===== config.mk =====
export PLATFORM = sky130hd
export DESIGN_NAME = dc_store_alloc
export DESIGN_NICKNAME = d
export VERILOG_FILES = /design/src/rtl/dsa_pkg.sv /design/src/rtl/dsa_policy.sv /design/src/rtl/dsa_merge.sv /design/src/rtl/dsa_line_store.sv /design/src/rtl/dc_store_alloc.sv
export SDC_FILE = /design/constraint.sdc
export NUM_CORES = 2
export LEC_CHECK = 0
export ABC_CLOCK_PERIOD_IN_PS = 27300
export BUFFER_PORTS_ARGS = -buffer_cell sky130_fd_sc_hd__buf_4
export CAP_MARGIN = 20
export CORE_MARGIN = 4
export CORE_UTILIZATION = 47
export CTS_BUF_LIST = sky130_fd_sc_hd__clkbuf_16
export CTS_CLUSTER_DIAMETER = 100
export DETAILED_ROUTE_END_ITERATION = 10
export RECOVER_POWER = 50
export SYNTH_ARGS = -nofsm -noshare
export SYNTH_HDL_FRONTEND = slang
export SYNTH_HIERARCHICAL = 1
export SYNTH_SLANG_ARGS = --single-unit
export TNS_END_PERCENT = 1

===== constraint.sdc =====
create_clock -name clk -period 27.3 [get_ports clk]
set_input_delay 1.365 -clock clk [delete_from_list [all_inputs] [get_ports clk]]
set_output_delay 1.365 -clock clk [all_outputs]
set_load 0.01 [all_outputs]

===== src/rtl/dsa_pkg.sv =====
package dsa_pkg;

  typedef enum logic [1:0] {
    K_HIT     = 2'd0,
    K_ALLOC   = 2'd1,
    K_NOALLOC = 2'd2,
    K_BYPASS  = 2'd3
  } kind_e;

  typedef enum logic [1:0] {
    S_IDLE = 2'd0,
    S_WB   = 2'd1,
    S_WAIT = 2'd2
  } st_e;

  // partition choice: transient only when globally enabled and page marked
  function automatic logic pick_transient(logic tr_en, logic pg_tmark);
    return tr_en & pg_tmark;
  endfunction

  // allocation choice on a cacheable store miss
  function automatic logic alloc_on_miss(logic g_noalloc, logic page_ctl, logic pg_nalloc);
    return page_ctl ? ~pg_nalloc : ~g_noalloc;
  endfunction

endpackage


===== src/rtl/dsa_policy.sv =====
module dsa_policy
  import dsa_pkg::*;
(
  input  logic  is_store,
  input  logic  cacheable,
  input  logic  hit,
  input  logic  g_noalloc,
  input  logic  page_ctl_en,
  input  logic  pg_nalloc,
  output kind_e kind
);

  logic alloc_pick;
  assign alloc_pick = alloc_on_miss(g_noalloc, page_ctl_en, pg_nalloc);

  always_comb begin
    if (!cacheable)                 kind = K_BYPASS;
    else if (hit)                   kind = K_HIT;
    else if (is_store && alloc_pick) kind = K_ALLOC;
    else                            kind = K_NOALLOC;
  end

endmodule


===== src/rtl/dsa_merge.sv =====
module dsa_merge #(
  parameter int WORD_W     = 32,
  parameter int LINE_BYTES = 16,
  localparam int WB        = WORD_W / 8,
  localparam int WORDS     = LINE_BYTES / WB,
  localparam int WSEL_W    = $clog2(WORDS),
  localparam int LINE_W    = LINE_BYTES * 8
) (
  input  logic [LINE_W-1:0]     base_line,
  input  logic [WSEL_W-1:0]     wsel,
  input  logic [WORD_W-1:0]     wdata,
  input  logic [WB-1:0]         be,
  output logic [LINE_W-1:0]     merged_line,
  output logic [LINE_W-1:0]     mem_data,
  output logic [LINE_BYTES-1:0] mem_be
);

  // byte lanes of the line covered by the store
  function automatic logic [LINE_BYTES-1:0] lane_mask(logic [WSEL_W-1:0] ws, logic [WB-1:0] b);
    logic [LINE_BYTES-1:0] m;
    m = '0;
    for (int k = 0; k < WB; k++) m[int'(ws) * WB + k] = b[k];
    return m;
  endfunction

  assign mem_data = {WORDS{wdata}};
  assign mem_be   = lane_mask(wsel, be);

  always_comb begin
    merged_line = base_line;
    for (int i = 0; i < LINE_BYTES; i++) begin
      if (mem_be[i]) merged_line[i*8 +: 8] = mem_data[i*8 +: 8];
    end
  end

endmodule


===== src/rtl/dsa_line_store.sv =====
module dsa_line_store #(
  parameter int SETS    = 8,
  parameter int TAG_W   = 28,
  parameter int LINE_W  = 128,
  localparam int IDX_W  = $clog2(SETS)
) (
  input  logic              clk,
  input  logic              rst_n,
  input  logic [IDX_W-1:0]  rd_idx,
  output logic              rd_vld,
  output logic              rd_dirty,
  output logic [TAG_W-1:0]  rd_tag,
  output logic [LINE_W-1:0] rd_line,
  input  logic              wr_en,
  input  logic [IDX_W-1:0]  wr_idx,
  input  logic [TAG_W-1:0]  wr_tag,
  input  logic [LINE_W-1:0] wr_line,
  input  logic              wr_dirty
);

  logic [SETS-1:0]   vld_q;
  logic [SETS-1:0]   dirty_q;
  logic [TAG_W-1:0]  tag_q  [SETS];
  logic [LINE_W-1:0] line_q [SETS];

  always_ff @(posedge clk or negedge rst_n) begin
    if (!rst_n) begin
      vld_q   <= '0;
      dirty_q <= '0;
    end else if (wr_en) begin
      vld_q[wr_idx]   <= 1'b1;
      dirty_q[wr_idx] <= wr_dirty;
    end
  end

  always_ff @(posedge clk) begin
    if (wr_en) begin
      tag_q[wr_idx]  <= wr_tag;
      line_q[wr_idx] <= wr_line;
    end
  end

  assign rd_vld   = vld_q[rd_idx];
  assign rd_dirty = dirty_q[rd_idx];
  assign rd_tag   = tag_q[rd_idx];
  assign rd_line  = line_q[rd_idx];

  // a written set is valid afterwards
  p_write_sets_valid_r3: assert property (@(posedge clk) disable iff (!rst_n)
    wr_en |=> vld_q[$past(wr_idx)])
    else $error("written set not valid");

endmodule


===== src/rtl/dc_store_alloc.sv =====
module dc_store_alloc
  import dsa_pkg::*;
#(
  parameter int ADDR_W     = 32,
  parameter int WORD_W     = 32,
  parameter int LINE_BYTES = 16,
  parameter int NORM_SETS  = 8,
  parameter int TRAN_SETS  = 2
) (
  input  logic                    clk,
  input  logic                    rst_n,
  input  logic                    req_valid,
  output logic                    req_ready,
  input  logic                    req_write,
  input  logic [ADDR_W-1:0]       req_addr,
  input  logic [WORD_W-1:0]       req_wdata,
  input  logic [WORD_W/8-1:0]     req_be,
  input  logic                    req_cacheable,
  input  logic                    req_wthru,
  input  logic                    req_pg_tmark,
  input  logic                    req_pg_nalloc,
  input  logic                    cfg_store_noalloc,
  input  logic                    cfg_page_alloc_en,
  input  logic                    cfg_transient_en,
  output logic                    rsp_valid,
  output logic [1:0]              rsp_kind,
  output logic                    rsp_hit,
  output logic                    rsp_part,
  output logic [WORD_W-1:0]       rsp_rdata,
  output logic                    fill_req_valid,
  output logic [ADDR_W-1:0]       fill_req_addr,
  input  logic                    fill_valid,
  input  logic [LINE_BYTES*8-1:0] fill_data,
  output logic                    mem_wr_valid,
  output logic [ADDR_W-1:0]       mem_wr_addr,
  output logic [LINE_BYTES*8-1:0] mem_wr_data,
  output logic [LINE_BYTES-1:0]   mem_wr_be
);

  localparam int LINE_W = LINE_BYTES * 8;
  localparam int WB     = WORD_W / 8;
  localparam int OFF_W  = $clog2(LINE_BYTES);
  localparam int WSEL_W = $clog2(LINE_BYTES / WB);
  localparam int LA_W   = ADDR_W - OFF_W;
  localparam int NPART  = 2;

  st_e   state_q;
  kind_e kind;

  logic              acc, req_tr, hit;
  logic              sel_vld, sel_dirty;
  logic [LA_W-1:0]   req_la, sel_tag;
  logic [LINE_W-1:0] sel_line;
  logic [WSEL_W-1:0] req_wsel;

  logic [NPART-1:0]  pv, pd;
  logic [LA_W-1:0]   ptag  [NPART];
  logic [LINE_W-1:0] pline [NPART];

  // request held across a fill
  logic [LA_W-1:0]   p_la;
  logic [WSEL_W-1:0] p_wsel;
  logic [WORD_W-1:0] p_wdata;
  logic [WB-1:0]     p_be;
  logic              p_wt, p_tr;

  // shared write port and merge path
  logic              in_wait;
  logic              wr_en, wr_tr, wr_dirty;
  logic [LA_W-1:0]   wr_la;
  logic [LINE_W-1:0] mg_base, mg_line, mg_mdata;
  logic [LINE_BYTES-1:0] mg_mbe;
  logic [WSEL_W-1:0] mg_wsel;
  logic [WORD_W-1:0] mg_wdata;
  logic [WB-1:0]     mg_be;

  // named events for the assertions
  logic wb_fire;
  logic noalloc_store_evt;
  logic page_nalloc_evt;

  function automatic logic [ADDR_W-1:0] line_addr(logic [LA_W-1:0] la);
    return {la, {OFF_W{1'b0}}};
  endfunction

  function automatic logic [WORD_W-1:0] pick_word(logic [LINE_W-1:0] ln, logic [WSEL_W-1:0] ws);
    return ln[int'(ws) * WORD_W +: WORD_W];
  endfunction

  // ---------------- lookup ----------------
  assign req_ready = (state_q == S_IDLE);
  assign acc       = req_valid & req_ready;
  assign req_la    = req_addr[ADDR_W-1:OFF_W];
  assign req_wsel  = req_addr[OFF_W-1:OFF_W-WSEL_W];
  assign req_tr    = pick_transient(cfg_transient_en, req_pg_tmark);

  assign sel_vld   = pv[req_tr];
  assign sel_dirty = pd[req_tr];
  assign sel_tag   = ptag[req_tr];
  assign sel_line  = pline[req_tr];
  assign hit       = req_cacheable & sel_vld & (sel_tag == req_la);

  dsa_policy u_policy (
    .is_store    (req_write),
    .cacheable   (req_cacheable),
    .hit         (hit),
    .g_noalloc   (cfg_store_noalloc),
    .page_ctl_en (cfg_page_alloc_en),
    .pg_nalloc   (req_pg_nalloc),
    .kind        (kind)
  );

  // ---------------- partitions ----------------
  for (genvar p = 0; p < NPART; p++) begin : g_part
    localparam int SETS_P = (p == 0) ? NORM_SETS : TRAN_SETS;
    localparam int IW     = $clog2(SETS_P);
    dsa_line_store #(
      .SETS   (SETS_P),
      .TAG_W  (LA_W),
      .LINE_W (LINE_W)
    ) u_store (
      .clk      (clk),
      .rst_n    (rst_n),
      .rd_idx   (req_la[IW-1:0]),
      .rd_vld   (pv[p]),
      .rd_dirty (pd[p]),
      .rd_tag   (ptag[p]),
      .rd_line  (pline[p]),
      .wr_en    (wr_en && (wr_tr == (p != 0))),
      .wr_idx   (wr_la[IW-1:0]),
      .wr_tag   (wr_la),
      .wr_line  (mg_line),
      .wr_dirty (wr_dirty)
    );
  end

  // ---------------- merge / write port ----------------
  assign in_wait  = (state_q == S_WAIT);
  assign mg_base  = in_wait ? fill_data : sel_line;
  assign mg_wsel  = in_wait ? p_wsel    : req_wsel;
  assign mg_wdata = in_wait ? p_wdata   : req_wdata;
  assign mg_be    = in_wait ? p_be      : req_be;

  dsa_merge #(
    .WORD_W     (WORD_W),
    .LINE_BYTES (LINE_BYTES)
  ) u_merge (
    .base_line   (mg_base),
    .wsel        (mg_wsel),
    .wdata       (mg_wdata),
    .be          (mg_be),
    .merged_line (mg_line),
    .mem_data    (mg_mdata),
    .mem_be      (mg_mbe)
  );

  assign wr_en    = (acc && req_write && (kind == K_HIT)) || (in_wait && fill_valid);
  assign wr_tr    = in_wait ? p_tr : req_tr;
  assign wr_la    = in_wait ? p_la : req_la;
  assign wr_dirty = in_wait ? ~p_wt : (sel_dirty | ~req_wthru);

  assign noalloc_store_evt = acc && req_write && (kind == K_NOALLOC);
  assign page_nalloc_evt   = acc && req_write && req_cacheable && !hit
                             && cfg_page_alloc_en && req_pg_nalloc;

  // ---------------- sequencing ----------------
  always_ff @(posedge clk or negedge rst_n) begin
    if (!rst_n) begin
      state_q        <= S_IDLE;
      rsp_valid      <= 1'b0;
      rsp_kind       <= K_HIT;
      rsp_hit        <= 1'b0;
      rsp_part       <= 1'b0;
      rsp_rdata      <= '0;
      fill_req_valid <= 1'b0;
      fill_req_addr  <= '0;
      mem_wr_valid   <= 1'b0;
      mem_wr_addr    <= '0;
      mem_wr_data    <= '0;
      mem_wr_be      <= '0;
      wb_fire        <= 1'b0;
      p_la           <= '0;
      p_wsel         <= '0;
      p_wdata        <= '0;
      p_be           <= '0;
      p_wt           <= 1'b0;
      p_tr           <= 1'b0;
    end else begin
      rsp_valid      <= 1'b0;
      fill_req_valid <= 1'b0;
      mem_wr_valid   <= 1'b0;
      wb_fire        <= 1'b0;
      unique case (state_q)
        S_IDLE: begin
          if (acc) begin
            p_la          <= req_la;
            p_wsel        <= req_wsel;
            p_wdata       <= req_wdata;
            p_be          <= req_be;
            p_wt          <= req_wthru;
            p_tr          <= req_tr;
            fill_req_addr <= line_addr(req_la);
            if (kind == K_ALLOC) begin
              if (sel_vld && sel_dirty) begin
                mem_wr_valid <= 1'b1;
                mem_wr_addr  <= line_addr(sel_tag);
                mem_wr_data  <= sel_line;
                mem_wr_be    <= '1;
                wb_fire      <= 1'b1;
                state_q      <= S_WB;
              end else begin
                fill_req_valid <= 1'b1;
                state_q        <= S_WAIT;
              end
            end else begin
              rsp_valid <= 1'b1;
              rsp_kind  <= kind;
              rsp_hit   <= hit;
              rsp_part  <= req_tr;
              rsp_rdata <= (hit && !req_write) ? pick_word(sel_line, req_wsel) : '0;
              if (req_write && (kind != K_HIT || req_wthru)) begin
                mem_wr_valid <= 1'b1;
                mem_wr_addr  <= line_addr(req_la);
                mem_wr_data  <= mg_mdata;
                mem_wr_be    <= mg_mbe;
              end
            end
          end
        end
        S_WB: begin
          fill_req_valid <= 1'b1;
          state_q        <= S_WAIT;
        end
        S_WAIT: begin
          if (fill_valid) begin
            rsp_valid <= 1'b1;
            rsp_kind  <= K_ALLOC;
            rsp_hit   <= 1'b0;
            rsp_part  <= p_tr;
            rsp_rdata <= '0;
            if (p_wt) begin
              mem_wr_valid <= 1'b1;
              mem_wr_addr  <= line_addr(p_la);
              mem_wr_data  <= mg_mdata;
              mem_wr_be    <= mg_mbe;
            end
            state_q <= S_IDLE;
          end
        end
        default: state_q <= S_IDLE;
      endcase
    end
  end

  // ---------------- assertions ----------------
  // a fill request is only seen while the request port is closed
  p_fill_while_busy_r10: assert property (@(posedge clk) disable iff (!rst_n)
    fill_req_valid |-> !req_ready)
    else $error("fill request while ready");

  // a write-back is followed by the fill request in the next cycle
  p_wb_precedes_fill_r9: assert property (@(posedge clk) disable iff (!rst_n)
    wb_fire |=> fill_req_valid)
    else $error("write-back not followed by fill");

  // write-back covers the whole line
  p_wb_full_line_r9: assert property (@(posedge clk) disable iff (!rst_n)
    wb_fire |-> (mem_wr_valid && (mem_wr_be == '1)))
    else $error("write-back not full line");

  // non-allocating store goes to memory without a fill
  p_noalloc_no_fill_r5: assert property (@(posedge clk) disable iff (!rst_n)
    noalloc_store_evt |=> (mem_wr_valid && !fill_req_valid && rsp_valid))
    else $error("non-allocating store misbehaved");

  // page no-allocate wins when page control is enabled
  p_page_overrides_r2: assert property (@(posedge clk) disable iff (!rst_n)
    page_nalloc_evt |=> (rsp_valid && rsp_kind == K_NOALLOC))
    else $error("page attribute ignored");

  // without the transient enable every access is normal
  p_normal_only_r6: assert property (@(posedge clk) disable iff (!rst_n)
    (acc && !cfg_transient_en) |=> !rsp_part)
    else $error("transient partition used while disabled");

endmodule


Yosys cells after proc, flatten, opt, wreduce, memory -nomap -nowiden --
Memory sizes are Yosys's and may differ from the RTL's. Index checks and enable logic that the tools add are counted.
Word-level totals: memory bits (writable) 1560, memories kept 4, input port bits 208, latch bits 0, bits in registers 305, output and inout bits 248, bits in read-only memories 0
Memories:
- g_part[0].u_store.line_q | words 8, width 128, read ports 1, clocked after memory_dff 0, write ports 1, line dsa_line_store.sv:24 | logic [LINE_W-1:0] line_q [SETS];
- g_part[1].u_store.line_q | words 2, width 128, read ports 1, clocked after memory_dff 0, write ports 1, line dsa_line_store.sv:24
- g_part[0].u_store.tag_q | words 8, width 28, read ports 1, clocked after memory_dff 0, write ports 1, line dsa_line_store.sv:23 | logic [TAG_W-1:0] tag_q [SETS];
- g_part[1].u_store.tag_q | words 2, width 28, read ports 1, clocked after memory_dff 0, write ports 1, line dsa_line_store.sv:23
Cells by class: shifts and indexed selects 1, multiplexer cells 124, $mul 0, magnitude comparators 16, equality and inequality tests 11, reduce and logical (&&, ||, !) cells 26, add/sub/neg operators 3, divide/modulo/power cells 0, bitwise logic cells 14
Operator list (count):
- $mux W128 | 10
- $mux W32 | 11
- $pmux W128 S2 | 1
- $mux W8 | 16
- $pmux W32 S2 | 2
- $shiftx A128 B8 Y32 | 1
- $mux W28 | 4
- $ge A32 B1 Y1 const B | 3
- $lt A32 B6 Y1 const B | 3
- $mux W16 | 6
- $bwmux W16 | 3
- $mux W1 | 41
- $pmux W16 S2 | 1
- $eq A28 B28 Y1 | 1
- $mux W2 | 11
- $and A16 B13 Y16 | 1
- $logic_and A1 B1 Y1 | 15
- $demux W1 S4 | 3
- $add A4 B2 Y5 const B | 2
- $pmux W1 S2 | 5
- $bwmux W8 | 1
- $lt A3 B4 Y1 const B | 2
- $or A8 B8 Y8 | 1
- $bmux W1 S3 | 2
- 33 further kinds | 49

Depth between registers and ports, before layout --
depth after elaboration 16, depth in mapped cells 24, mapped depth without buffers 17

Hierarchy --
Netlist, hierarchy kept.
Modules (own cells, without submodules):
- dsa_line_store (g_part[0].u_store) | area each 47570.6 um^2, instances 1, cells each 1853, seq. area each 37876.3 um^2
- dc_store_alloc | area each 17525.6 um^2, instances 1, cells each 2263, seq. area each 7031.7 um^2
- dsa_line_store (g_part[1].u_store) | area each 11862.6 um^2, instances 1, cells each 498, seq. area each 9469.1 um^2
- dsa_merge | area each 2692.6 um^2, instances 1, cells each 290, seq. area each 0.0 um^2
- dsa_policy | area each 42.5 um^2, instances 1, cells each 5, seq. area each 0.0 um^2

Worst setup path before layout --
No wires, ideal clock.
kind in2reg, start point in req_addr[4], end point reg g_part[0].u_store.dirty_q[0], data required time 27153 ps, library setup time 147 ps, cell stages on the path 19, arrival 23088 ps, setup slack 4064 ps, cell sequence buf_2 -> buf_6 -> buf_6 -> mux4_2 -> mux2_2 -> or2_2 -> a2111oi_0 -> nor2_1 -> nor3_1 -> nand3_1 -> buf_2 -> nor3_1 -> nand2b_1 -> o21ai_2 -> nor2_1 -> a32oi_1 -> nor2b_1 -> nor4b_1 -> mux2_2
RTL lines:
- start, declared | line dc_store_alloc.sv:15 | input logic [ADDR_W-1:0] req_addr,
- end signal, assigned by index | line dsa_line_store.sv:32 | dirty_q[wr_idx] <= wr_dirty;
- end, declared | line dsa_line_store.sv:22 | logic [SETS-1:0] dirty_q;

==> metrics.csv <==
stage,metric,value,unit
critical_path,"Buf+Inv Stages, Crit Path",3,
yosys,Post-synth ARST share,16.2,%
pwr,Power per Cell Area,72.4,nW/µm²
global_routing,initial antenna violation count,27,
global_routing,met1 GRT Util,36.2,%
pwr,Lkg Pwr,31.6,nW
timing,final hold violation count,0,
critical_path,Top delay family on crit path,buffers and inverters,
clock_tree,Worst-path clk slew,0.06,ns
critical_path,crit path kind,input port to asynchronous set/reset pin,
timing,Max Clk Rate,0.102,GHz
placed_design,placed cells,7227,
critical_path,R2R Path Start,state_q[1],
clock_tree,Clock Tree Root,clkbuf_16,
routing,DRC,0,
critical_path,Crit path largest cell delay,3.16,ns
final_layout,P&R area growth vs syn,11.6,%
yosys,syn avg cell area,16.2,µm²
routing,number of DRC markers in iteration 0,5047,
routing,drt pass-1 iters,5,
critical_path,CP Launch Point,rst_n,
floorplan,num ports,456,
final_layout,# fillers,13800,
timing,final period utilization,35.9,%
critical_path,"most used cell, CP",clkbuf_1,
critical_path,Critical Path AT,9.92,ns
global_routing,pin count of the biggest net entering global routing,148,
critical_path,Critical Path Start Type,input port,
floorplan,die area,176000,µm²
critical_path,"critical path, cell by cell",clkbuf_1 > clkbuf_1 > clkbuf_1,
final_layout,Final nets,5423,
placed_design,RePlAce Congestion,0.840,
critical_path,Worst Path Required,27.42,ns
status,status,finished with violations,
pwr,Max VDD drop,0.0457,mV
timing,slew margin rel.,-206,%
timing,setup tns final,0,ns
final_layout,Final Non-Filler Cells,7602,
clock_tree,post_cts resized,0,
clock_tree,Post-CTS Setup Bufs,0,
min_path,hold_sp,g_part[0].u_store/vld_q[6],
routing,drt total wl,244000,µm
yosys,"Cell Area, Synth",79700,µm²
floorplan,# rows,150,
floorplan,core box area,168000,µm²
yosys,register area share after synthesis,68.2,%
critical_path,critical path peak fanout,70,
global_routing,gr ovfl total,0,
clock_tree,Worst-Skew Late Latency,0.83,ns
floorplan,Chip Width,420,µm
yosys,Mapped Cells,4909,
min_path,Worst Hold Class,flip-flop to flip-flop,
timing,Slew Limit Fails,517,
routing,post-route ant nets,0,
yosys,Synth Register Bits,1861,
global_routing,met2 Use GR,44.1,%
final_layout,layout cells sized above 1,24.1,%
clock_tree,CTS tree,built,
status,failing checks,"max-capacitance violations, max-slew violations",
timing,# setup viols final,0,
timing,clk_skew,0.0277,ns
routing,drt wl/cell,32.2,µm
clock_tree,CTS max path bufs,3,
job,max_cap viols,10,
timing,Tmin final,9.80,ns
critical_path,CP max-delay cell,clkbuf_1,
placed_design,Buffers on Ports,445,
global_routing,Overall Global Routing Usage,27.5,%
floorplan,die height,420,µm
timing,RSZ-0062 raised after global routing,no,
routing,vias,45500,
clock_tree,H-tree levels,4,
placed_design,DPL Wire Length,152000,µm
final_layout,area occupied by multi-input gates,22700,µm²
pwr,total power,6.44,mW
final_layout,register area,54400,µm²
global_routing,number of global-route vias before repair,44600,
clock_tree,CTS Sinks,1861,
final_layout,most frequent cells in the layout,"edfxtp_1 (1560), nand2_1 (763), mux4_2 (348), o21ai_0 (307), dfrtp_1 (301)",
clock_tree,number of hold buffers added after cts,0,
global_routing,met3 GRT Util,3.89,%
yosys,number of synthesized flops with an enable pin,1560,
timing,Worst Max-Slew Pin Slew,4.59,ns
yosys,prevailing post-synth register cell,edfxtp_1,
critical_path,CP Capture Type,asynchronous set/reset pin,
yosys,"Warnings, synthesis",6,
floorplan,Starting Density,47.5,%
clock_tree,cts bufs inserted,189,
final_layout,"most common cell after layout, fill and taps aside",edfxtp_1,
global_routing,first-pass GRT wire length,341000,µm
routing,Avg Vias per Cell,5.98,
global_routing,grt peak-use layer,met2,
yosys,post-synthesis cell type count,65,
[worst register-to-register path, cell delays in order, from the launching register on]
cell and delay [ns]:
dfrtp_1 0.45, nor2b_1 0.65, clkbuf_1 2.42, clkbuf_1 1.85
nand2_1 0.10, o21ai_0 0.15, clkbuf_1 0.67, nand4b_1 0.44
inv_8 0.60, buf_4 0.95, buf_4 0.86
[layout make-up]
cell class                      instances  area share (%)
Sequential cell                      1861            61.1
Clock inverter                        161            1.10
Antenna cell                           22          0.0619
Tap cell                             2204            3.10
Inverter                               32           0.160
Multi-Input combinational cell       2591            25.5
Timing Repair Buffer                  540            3.58
Clock buffer                          191            5.37
[path summary, 6_finish.rpt]
kind / to / slack, ns / depth (start not counted)
worst max-delay path: mem_wr_data[103] / 17.50 / 3
worst max register to register: g_part[0].u_store/line_q[6][79] / 17.67 / 10
min in group asynchronous: p_la[18] / 2.19 / 1
max in group clk: g_part[0].u_store/line_q[6][79] / 17.67 / 10
worst min-delay path: g_part[0].u_store/vld_q[6] / 0.47 / 1
worst min register to register: g_part[0].u_store/vld_q[6] / 0.47 / 1
[where the power goes]
group          switching (mW)  internal [mW]
Sequential             0.0617           3.24
Clock                    1.08           1.34
Combinational           0.484          0.230
Total                    1.63           4.81
[registers in the layout, summed over array words and instances (netlist names), 2 cells and up]
| signal | count |
|---|---|
| mem_wr_be | 16 |
| rsp_kind | 2 |
| g_part.u_store/vld_q | 10 |
| g_part.u_store/tag_q | 280 |
| p_wdata | 32 |
| mem_wr_addr | 28 |
| g_part.u_store/line_q | 1280 |
| p_wsel | 2 |
| state_q | 2 |
| g_part.u_store/dirty_q | 10 |
| p_be | 4 |
| mem_wr_data | 128 |
| rsp_rdata | 32 |
| p_la | 28 |
[per-layer routing]
layer | wire [µm] | share of wire [%] | vias to the layer above
met5 | 0 | 0 | -
met4 | 16100 | 6.6 | 0
met3 | 16900 | 6.9 | 409
met2 | 117000 | 48 | 1986
met1 | 94100 | 39 | 23900
li1 | - | - | 19200
[synthesized netlist by cell type (4+ instances only)]
cell type	number	area, µm²
edfxtp_1	1560	46800
nand3b_2	4	45.0
buf_2	56	280
nor3_1	4	20.0
o211ai_1	13	97.6
o22ai_1	5	31.3
clkbuf_1	165	619
a21oi_1	154	771
or3_1	35	219
nor3b_1	4	30.0
and2_1	4	25.0
nor2b_1	10	62.6
or2_2	9	56.3
a311oi_1	15	131
nand3b_4	4	80.1
mux2_2	353	3980
xnor2_1	7	61.3
nand3_1	5	25.0
mux2i_1	137	1370
nand2b_1	10	62.6
xor2_1	13	114
a31oi_1	14	87.6
o21ai_0	307	1540
inv_1	32	120
a21boi_0	4	30.0
dfrtp_1	301	7530
mux2_4	102	1530
nand2_1	763	2860
o31ai_2	29	363
nor2_1	174	653
buf_1	20	75.1
mux4_2	348	7840
buf_4	140	1050
buf_6	50	563
nand3_2	4	40.0
[per-stage QoR]
stage	util, %	instance area [µm²]	hold WS, ns	worst slack [ns]
after floorplan	-	79700	0.429	4.06
after global placement	50.2	84200	0.446	17.06
after detailed placement	50.2	84200	0.454	16.97
after CTS	53.6	90000	0.470	17.86
after global routing	53.0	88900	0.481	15.92
final	53.0	88900	0.467	17.50
[logic make-up after synthesis]
| kind of cell | share of synthesized area (%) |
|---|---|
| AOI/OAI and AO/OA | 4.20 |
| xor gates and xnor gates | 0.220 |
| buffers and inverters | 3.42 |
| DFF | 68.2 |
| muxes | 18.5 |
| other | 0.00471 |
| and+or+nand+nor | 5.47 |
Note: power is estimated with default switching activity, not from simulation.
